<file path="config.mk">
export PLATFORM = sky130hd
export DESIGN_NAME = icap_unit
export DESIGN_NICKNAME = d
export VERILOG_FILES = /design/src/rtl/icap_pkg.sv /design/src/rtl/icap_sync.sv /design/src/rtl/icap_datapath.sv /design/src/rtl/icap_ctrl.sv /design/src/rtl/icap_unit.sv
export SDC_FILE = /design/constraint.sdc
export NUM_CORES = 1
export LEC_CHECK = 0
export ABC_AREA = 0
export CAP_MARGIN = 20
export CORE_MARGIN = 3
export CORE_UTILIZATION = 50
export DETAILED_ROUTE_END_ITERATION = 7
export PLACE_DENSITY = 0.7
export SKIP_CTS_REPAIR_TIMING = 1
export SYNTH_ARGS = -nofsm -noshare
export SYNTH_HDL_FRONTEND = slang
export SYNTH_SLANG_ARGS = --single-unit
export TNS_END_PERCENT = 50
</file>
<file path="constraint.sdc">
create_clock -name clk -period 3.9 [get_ports clk]
set_input_delay 0.78 -clock clk [delete_from_list [all_inputs] [get_ports clk]]
set_output_delay 0.78 -clock clk [all_outputs]
set_load 0.02 [all_outputs]
</file>
<file path="src/rtl/icap_pkg.sv">
package icap_pkg;
  localparam int NUM_CH = 8;
  localparam int CNT_W  = 16;
  localparam int DATA_W = 16;
  localparam int ADDR_W = 4;

  localparam logic [ADDR_W-1:0] ADDR_MODE = 4'd0;
  localparam logic [ADDR_W-1:0] ADDR_MASK = 4'd1;
  localparam logic [ADDR_W-1:0] ADDR_FLAG = 4'd2;
  localparam logic [ADDR_W-1:0] ADDR_CAP0 = 4'd8;

  typedef enum logic [1:0] {
    EDGE_OFF  = 2'b00,
    EDGE_RISE = 2'b01,
    EDGE_FALL = 2'b10,
    EDGE_ANY  = 2'b11
  } edgeMode_e;

  typedef struct packed {
    logic              wrMode;
    logic              wrMask;
    logic              wrClr;
    logic [DATA_W-1:0] wdata;
  } strobe_t;
endpackage

</file>
<file path="src/rtl/icap_sync.sv">
module icap_sync #(
  parameter int WIDTH = 8
) (
  input  logic             clk,
  input  logic             rstN,
  input  logic [WIDTH-1:0] asyncIn,
  output logic [WIDTH-1:0] syncOut
);
  logic [WIDTH-1:0] stage1;

  always_ff @(posedge clk or negedge rstN) begin
    if (!rstN) begin
      stage1  <= '0;
      syncOut <= '0;
    end else begin
      stage1  <= asyncIn;
      syncOut <= stage1;
    end
  end
endmodule

</file>
<file path="src/rtl/icap_datapath.sv">
module icap_datapath
  import icap_pkg::*;
#(
  parameter int NUM_CH = icap_pkg::NUM_CH,
  parameter int CNT_W  = icap_pkg::CNT_W
) (
  input  logic                          clk,
  input  logic                          rstN,
  input  strobe_t                       stb,
  input  logic [NUM_CH-1:0]             pinSync,
  input  logic [CNT_W-1:0]              cntVal,
  output logic [2*NUM_CH-1:0]           modeReg,
  output logic [NUM_CH-1:0]             enMask,
  output logic [NUM_CH-1:0]             flags,
  output logic [NUM_CH-1:0][CNT_W-1:0]  capArr,
  output logic                          irqOut
);
  logic [NUM_CH-1:0] pinPrev;
  logic [NUM_CH-1:0] riseDet;
  logic [NUM_CH-1:0] fallDet;
  logic [NUM_CH-1:0] capHit;
  logic [NUM_CH-1:0] clrMask;

  assign riseDet = pinSync & ~pinPrev;
  assign fallDet = ~pinSync & pinPrev;
  assign clrMask = stb.wrClr ? stb.wdata[NUM_CH-1:0] : '0;

  always_ff @(posedge clk or negedge rstN) begin
    if (!rstN) pinPrev <= '0;
    else       pinPrev <= pinSync;
  end

  for (genvar ch = 0; ch < NUM_CH; ch++) begin : g_ch
    edgeMode_e chMode;
    assign chMode = edgeMode_e'(modeReg[2*ch +: 2]);

    always_comb begin
      unique case (chMode)
        EDGE_RISE: capHit[ch] = riseDet[ch];
        EDGE_FALL: capHit[ch] = fallDet[ch];
        EDGE_ANY:  capHit[ch] = riseDet[ch] | fallDet[ch];
        default:   capHit[ch] = 1'b0;
      endcase
    end

    always_ff @(posedge clk or negedge rstN) begin
      if (!rstN)            capArr[ch] <= '0;
      else if (capHit[ch])  capArr[ch] <= cntVal;
    end

    // the stored value is the counter seen at the capture edge
    p_cap_value_r5: assert property (@(posedge clk) disable iff (!rstN)
      capHit[ch] |=> capArr[ch] == $past(cntVal));

    // a disabled channel never captures
    p_off_silent_r2: assert property (@(posedge clk) disable iff (!rstN)
      (chMode == EDGE_OFF) |-> !capHit[ch]);
  end

  always_ff @(posedge clk or negedge rstN) begin
    if (!rstN) begin
      modeReg <= '0;
      enMask  <= '0;
      flags   <= '0;
    end else begin
      if (stb.wrMode) modeReg <= stb.wdata[2*NUM_CH-1:0];
      if (stb.wrMask) enMask  <= stb.wdata[NUM_CH-1:0];
      flags <= (flags & ~clrMask) | capHit;
    end
  end

  assign irqOut = |(flags & enMask);

  // a capture sets its flag at that edge
  p_flag_set_r5: assert property (@(posedge clk) disable iff (!rstN)
    (capHit != '0) |=> ((flags & $past(capHit)) == $past(capHit)));

  // a clear without a simultaneous capture empties the flag
  p_flag_clear_r6: assert property (@(posedge clk) disable iff (!rstN)
    ((clrMask & ~capHit) != '0) |=> ((flags & $past(clrMask & ~capHit)) == '0));

  // flags move only on capture or clear
  p_flag_hold_r6: assert property (@(posedge clk) disable iff (!rstN)
    1'b1 |=> (((flags ^ $past(flags)) & ~$past(capHit | clrMask)) == '0));

  // no interrupt with an empty mask
  p_irq_mask_r9: assert property (@(posedge clk) disable iff (!rstN)
    irqOut |-> (enMask != '0));
endmodule

</file>
<file path="src/rtl/icap_ctrl.sv">
module icap_ctrl
  import icap_pkg::*;
#(
  parameter int NUM_CH = icap_pkg::NUM_CH,
  parameter int CNT_W  = icap_pkg::CNT_W,
  parameter int DATA_W = icap_pkg::DATA_W,
  parameter int ADDR_W = icap_pkg::ADDR_W
) (
  input  logic                          clk,
  input  logic                          rstN,
  input  logic                          busSel,
  input  logic                          busWr,
  input  logic [ADDR_W-1:0]             busAddr,
  input  logic [DATA_W-1:0]             busWdata,
  input  logic [2*NUM_CH-1:0]           modeReg,
  input  logic [NUM_CH-1:0]             enMask,
  input  logic [NUM_CH-1:0]             flags,
  input  logic [NUM_CH-1:0][CNT_W-1:0]  capArr,
  output strobe_t                       stb,
  output logic [DATA_W-1:0]             busRdata
);
  localparam int IDX_W = (NUM_CH > 1) ? $clog2(NUM_CH) : 1;

  logic              wrEn;
  logic [ADDR_W-1:0] capOff;
  logic              capRange;

  assign wrEn     = busSel & busWr;
  assign capOff   = busAddr - ADDR_CAP0;
  assign capRange = (busAddr >= ADDR_CAP0) && (capOff < ADDR_W'(NUM_CH));

  always_comb begin
    stb        = '0;
    stb.wdata  = busWdata;
    stb.wrMode = wrEn && (busAddr == ADDR_MODE);
    stb.wrMask = wrEn && (busAddr == ADDR_MASK);
    stb.wrClr  = wrEn && (busAddr == ADDR_FLAG);
  end

  always_comb begin
    busRdata = '0;
    if (busAddr == ADDR_MODE)      busRdata = DATA_W'(modeReg);
    else if (busAddr == ADDR_MASK) busRdata = DATA_W'(enMask);
    else if (busAddr == ADDR_FLAG) busRdata = DATA_W'(flags);
    else if (capRange)             busRdata = DATA_W'(capArr[capOff[IDX_W-1:0]]);
  end

  // at most one register is written per cycle
  p_one_write_r8: assert property (@(posedge clk) disable iff (!rstN)
    $onehot0({stb.wrMode, stb.wrMask, stb.wrClr}));

  // no write strobe without a bus write
  p_no_stray_write_r8: assert property (@(posedge clk) disable iff (!rstN)
    !(busSel && busWr) |-> !(stb.wrMode || stb.wrMask || stb.wrClr));
endmodule

</file>
<file path="src/rtl/icap_unit.sv">
module icap_unit
  import icap_pkg::*;
#(
  parameter int NUM_CH = icap_pkg::NUM_CH,
  parameter int CNT_W  = icap_pkg::CNT_W,
  parameter int DATA_W = icap_pkg::DATA_W,
  parameter int ADDR_W = icap_pkg::ADDR_W
) (
  input  logic              clk,
  input  logic              rstN,
  input  logic [CNT_W-1:0]  cntVal,
  input  logic [NUM_CH-1:0] pinIn,
  input  logic              busSel,
  input  logic              busWr,
  input  logic [ADDR_W-1:0] busAddr,
  input  logic [DATA_W-1:0] busWdata,
  output logic [DATA_W-1:0] busRdata,
  output logic              irqOut
);
  strobe_t                      stb;
  logic [NUM_CH-1:0]            pinSync;
  logic [2*NUM_CH-1:0]          modeReg;
  logic [NUM_CH-1:0]            enMask;
  logic [NUM_CH-1:0]            flags;
  logic [NUM_CH-1:0][CNT_W-1:0] capArr;

  icap_sync #(.WIDTH(NUM_CH)) i_sync (
    .clk(clk), .rstN(rstN), .asyncIn(pinIn), .syncOut(pinSync)
  );

  icap_ctrl #(.NUM_CH(NUM_CH), .CNT_W(CNT_W), .DATA_W(DATA_W), .ADDR_W(ADDR_W)) i_ctrl (
    .clk(clk), .rstN(rstN), .busSel(busSel), .busWr(busWr), .busAddr(busAddr),
    .busWdata(busWdata), .modeReg(modeReg), .enMask(enMask), .flags(flags),
    .capArr(capArr), .stb(stb), .busRdata(busRdata)
  );

  icap_datapath #(.NUM_CH(NUM_CH), .CNT_W(CNT_W)) i_dp (
    .clk(clk), .rstN(rstN), .stb(stb), .pinSync(pinSync), .cntVal(cntVal),
    .modeReg(modeReg), .enMask(enMask), .flags(flags), .capArr(capArr),
    .irqOut(irqOut)
  );
endmodule

</file>
==> flow_summary.json <==
{
  "status": "finished, final reports clean",
  "power_frac_seq_pct": 46.4,
  "start_kind": "input port",
  "powerDensity_nw_per_um2": 663,
  "p_sw_mw": 1.87,
  "holdPathStages": 0,
  "first_pass_iters": 5,
  "drc_errors": 0,
  "drt-total-wl_um": 19700,
  "avgRoutedWirePerCell_um": 21.4,
  "reg2reg_depth": 7,
  "grt_pass1_wl_um": 31600,
  "dieWidth_um": 136,
  "critical_path_class": "in -> out",
  "holdCritPathClass": "reg -> reg",
  "cts_sinks": 184,
  "grt_usage_pct": 22.5,
  "yosys_warnings": 0,
  "power.share.clock_pct": 27.4,
  "synth_flop_cell": "dfrtp_1",
  "synth_cells": 610,
  "placementRows": 46,
  "async_flop_share_pct": 100,
  "cts_htree_levels": 4,
  "tns_ns": 0,
  "grt-ovfl-total": 0,
  "yosysSeqAreaShare_pct": 54.7,
  "antenna_found_initial": 0,
  "syn-cell-area_um2": 8420,
  "dp_slack_ns": -0.00724,
  "p_int_mw": 4.78,
  "root_buffer": "clkbuf_16",
  "arrival_ns": 3.06,
  "hold_viol_final": 0,
  "synth_top_cell_area_share_pct": 54.7,
  "numCtsBuffers": 17,
  "reg2reg_slack_ns": 2.04,
  "worst_slack_ns": 0.0555,
  "numPortBuffers": 64,
  "synth_fp_nets": 674,
  "fin_crit_ns": 3.84,
  "pin_count": 65,
  "r2r_end": "i_dp.capArr[83]",
  "diodes": 0,
  "leakagePower_nw": 4.37,
  "drt_iter0_drc": 271,
  "ir_worst_vdd_uv": 392,
  "hold_path_end": "i_sync.syncOut[0]",
  "p_total_mw": 6.66,
  "worstMarginPinSlew_ns": 0.760,
  "finClkSkew_ns": 0.00918,
  "p_sw_share_pct": 28.2,
  "final_antenna_net_count": 0,
  "avgSynthCellArea_um2": 13.8,
  "nets": 755,
  "hold_start": "i_sync.stage1[0]",
  "yosys-top-cells-area": "dfrtp_1, mux2_2, mux2i_1",
  "max-cap-violations": 0,
  "synth-seq-cells": 184,
  "vias": 5376,
  "synth_edf_count": 0,
  "globalplace.congestion": 0.807,
  "fillCellCount": 1223,
  "rsz0062_at_grt": "false",
  "fmax_mhz": 260,
  "fp.dieH_um": 136,
  "clockBufferDepth": 2,
  "synth_top_cell_by_area": "dfrtp_1",
  "finalCritPeriodShare_pct": 98.6,
  "dp_hpwl_um": 12800,
  "initial_core_util_pct": 52.1,
  "path_clk_slew_ns": 0.06,
  "dieArea_um2": 18400,
  "cts_tree": "yes",
  "maxSlewViolCount": 0,
  "setup_viol": 0,
  "grt_max_degree": 80,
  "area.growth.synth_to_final_pct": 19.1,
  "combPwrFrac_pct": 26.2,
  "cp-end-kind": "primary output",
  "grt_pass1_vias": 5886,
  "clk_latency_ns": 0.43,
  "slew_headroom_pct": 49.1,
  "crit_fanout": 15,
  "drive_above_1_share_pct": 31.4,
  "netlist-cell-type-count": 29,
  "regToRegStartpoint": "i_dp.pinPrev[5]",
  "required_ns": 3.12,
  "avgViaCountPerCell": 5.84,
  "coreArea_um2": 16200
}
-- power by group through the flow --
stage                     clock (mW)  sequential [mW]  combinational, mW
final                           1.82             3.09               1.75
after global placement             0             3.05               1.68
after floorplan                    0             2.97               1.27
after detailed placement           0             3.12               1.75
after CTS                       1.86             3.09               1.76
after global routing            1.94             3.17               1.89
-- through the flow --
| stage | cells | util, % | area (um^2) | hold WS, ns |
|---|---|---|---|---|
| 2_1_floorplan | 610 | - | 8420 | 0.331 |
| 3_3_place_gp | 887 | 58.1 | 9390 | 0.332 |
| 3_5_place_dp | 888 | 58.1 | 9400 | 0.336 |
| 4_1_cts | 920 | 62.0 | 10000 | 0.352 |
| 5_1_grt | 920 | 62.0 | 10000 | 0.361 |
| 6_report | 920 | 62.0 | 10000 | 0.350 |
-- metal layers --
layer  vias up  track usage (%)  wire length (um)
met5         -                0                 0
met4         0             6.16               259
met3        22             4.87               890
met2       151             38.0             10100
met1      2828             29.6              8450
li1       2375                -                 -
-- worst max-delay path by stage --
| stage | start | slack (ns) | depth (start not counted) | end |
|---|---|---|---|---|
| floorplan | busAddr[0] | 1.09 | 7 | busRdata[2] |
| global placement | busAddr[1] | -0.15 | 5 | busRdata[12] |
| detailed placement | busAddr[2] | -0.007 | 7 | busRdata[5] |
| CTS | busAddr[2] | 0.002 | 6 | busRdata[15] |
| global route | busAddr[1] | 0.006 | 8 | busRdata[6] |
| finish | busAddr[1] | 0.06 | 8 | busRdata[6] |
-- layout by cell type, fill, tap and decap left out, types with 2 or more instances in the layout --
cell type / Yosys / routed
dfrtp_1: 184 / 184
mux2_2: 142 / 142
mux2i_1: 66 / 66
clkdlybuf4s50_1: 0 / 61
a22oi_1: 33 / 33
buf_4: 4 / 24
nand2_1: 19 / 19
nor2b_1: 19 / 19
inv_1: 17 / 17
clkbuf_16: 0 / 17
ha_1: 16 / 16
o21ai_0: 15 / 15
mux2_4: 10 / 10
nor2_1: 9 / 9
a21o_1: 8 / 8
a21oi_1: 8 / 8
nand3_1: 8 / 8
o21ai_1: 8 / 7
a32o_1: 7 / 7
bufinv_16: 0 / 4
clkinvlp_4: 0 / 4
mux4_2: 3 / 3
clkinv_2: 0 / 3
o211ai_1: 2 / 2
nor4_4: 2 / 2
clkbuf_8: 0 / 2
buf_6: 3 / 2
buf_12: 0 / 2
-- logic make-up after synthesis --
| logic type | count (synthesis) | synth area share [%] |
|---|---|---|
| buf+inv | 45 | 2.66 |
| fa+ha+maj | 16 | 2.38 |
| flops | 184 | 54.7 |
| compound gates | 81 | 6.51 |
| simple gates | 63 | 4.38 |
| mux | 221 | 29.4 |
-- worst max-delay path, cell delays in order --
cell,delay [ns]
clkdlybuf4s50_1,0.51
buf_4,0.15
buf_4,0.25
nor2b_1,0.19
buf_4,0.18
a21oi_1,0.08
o21ai_0,0.25
clkdlybuf4s50_1,0.66
-- cells in the mapped netlist (9+ instances only) --
cell type  number
ha_1           16
nor2b_1        19
mux2i_1        66
inv_1          17
mux2_2        142
buf_2          14
nor2_1          9
nand2_1        19
mux2_4         10
o21ai_0        15
a22oi_1        33
dfrtp_1       184
-- sequential cells by signal (all words and copies together) (netlist names) --
name            count
i_dp.capArr       128
i_dp.modeReg       16
i_dp.enMask         8
i_dp.flags          8
i_dp.pinPrev        8
i_sync.stage1       8
i_sync.syncOut      8
-- layout make-up --
class	instances	area (um^2)	area share [%]
Clock buffer	20	457	4.55
Clock inverter	12	174	1.73
Inverter	17	63.8	0.636
Multi-Input combinational cell	381	3600	35.9
Sequential cell	184	4600	45.9
Tap cell	216	270	2.69
Timing Repair Buffer	90	866	8.63
Power figures use the tool's default switching activity.
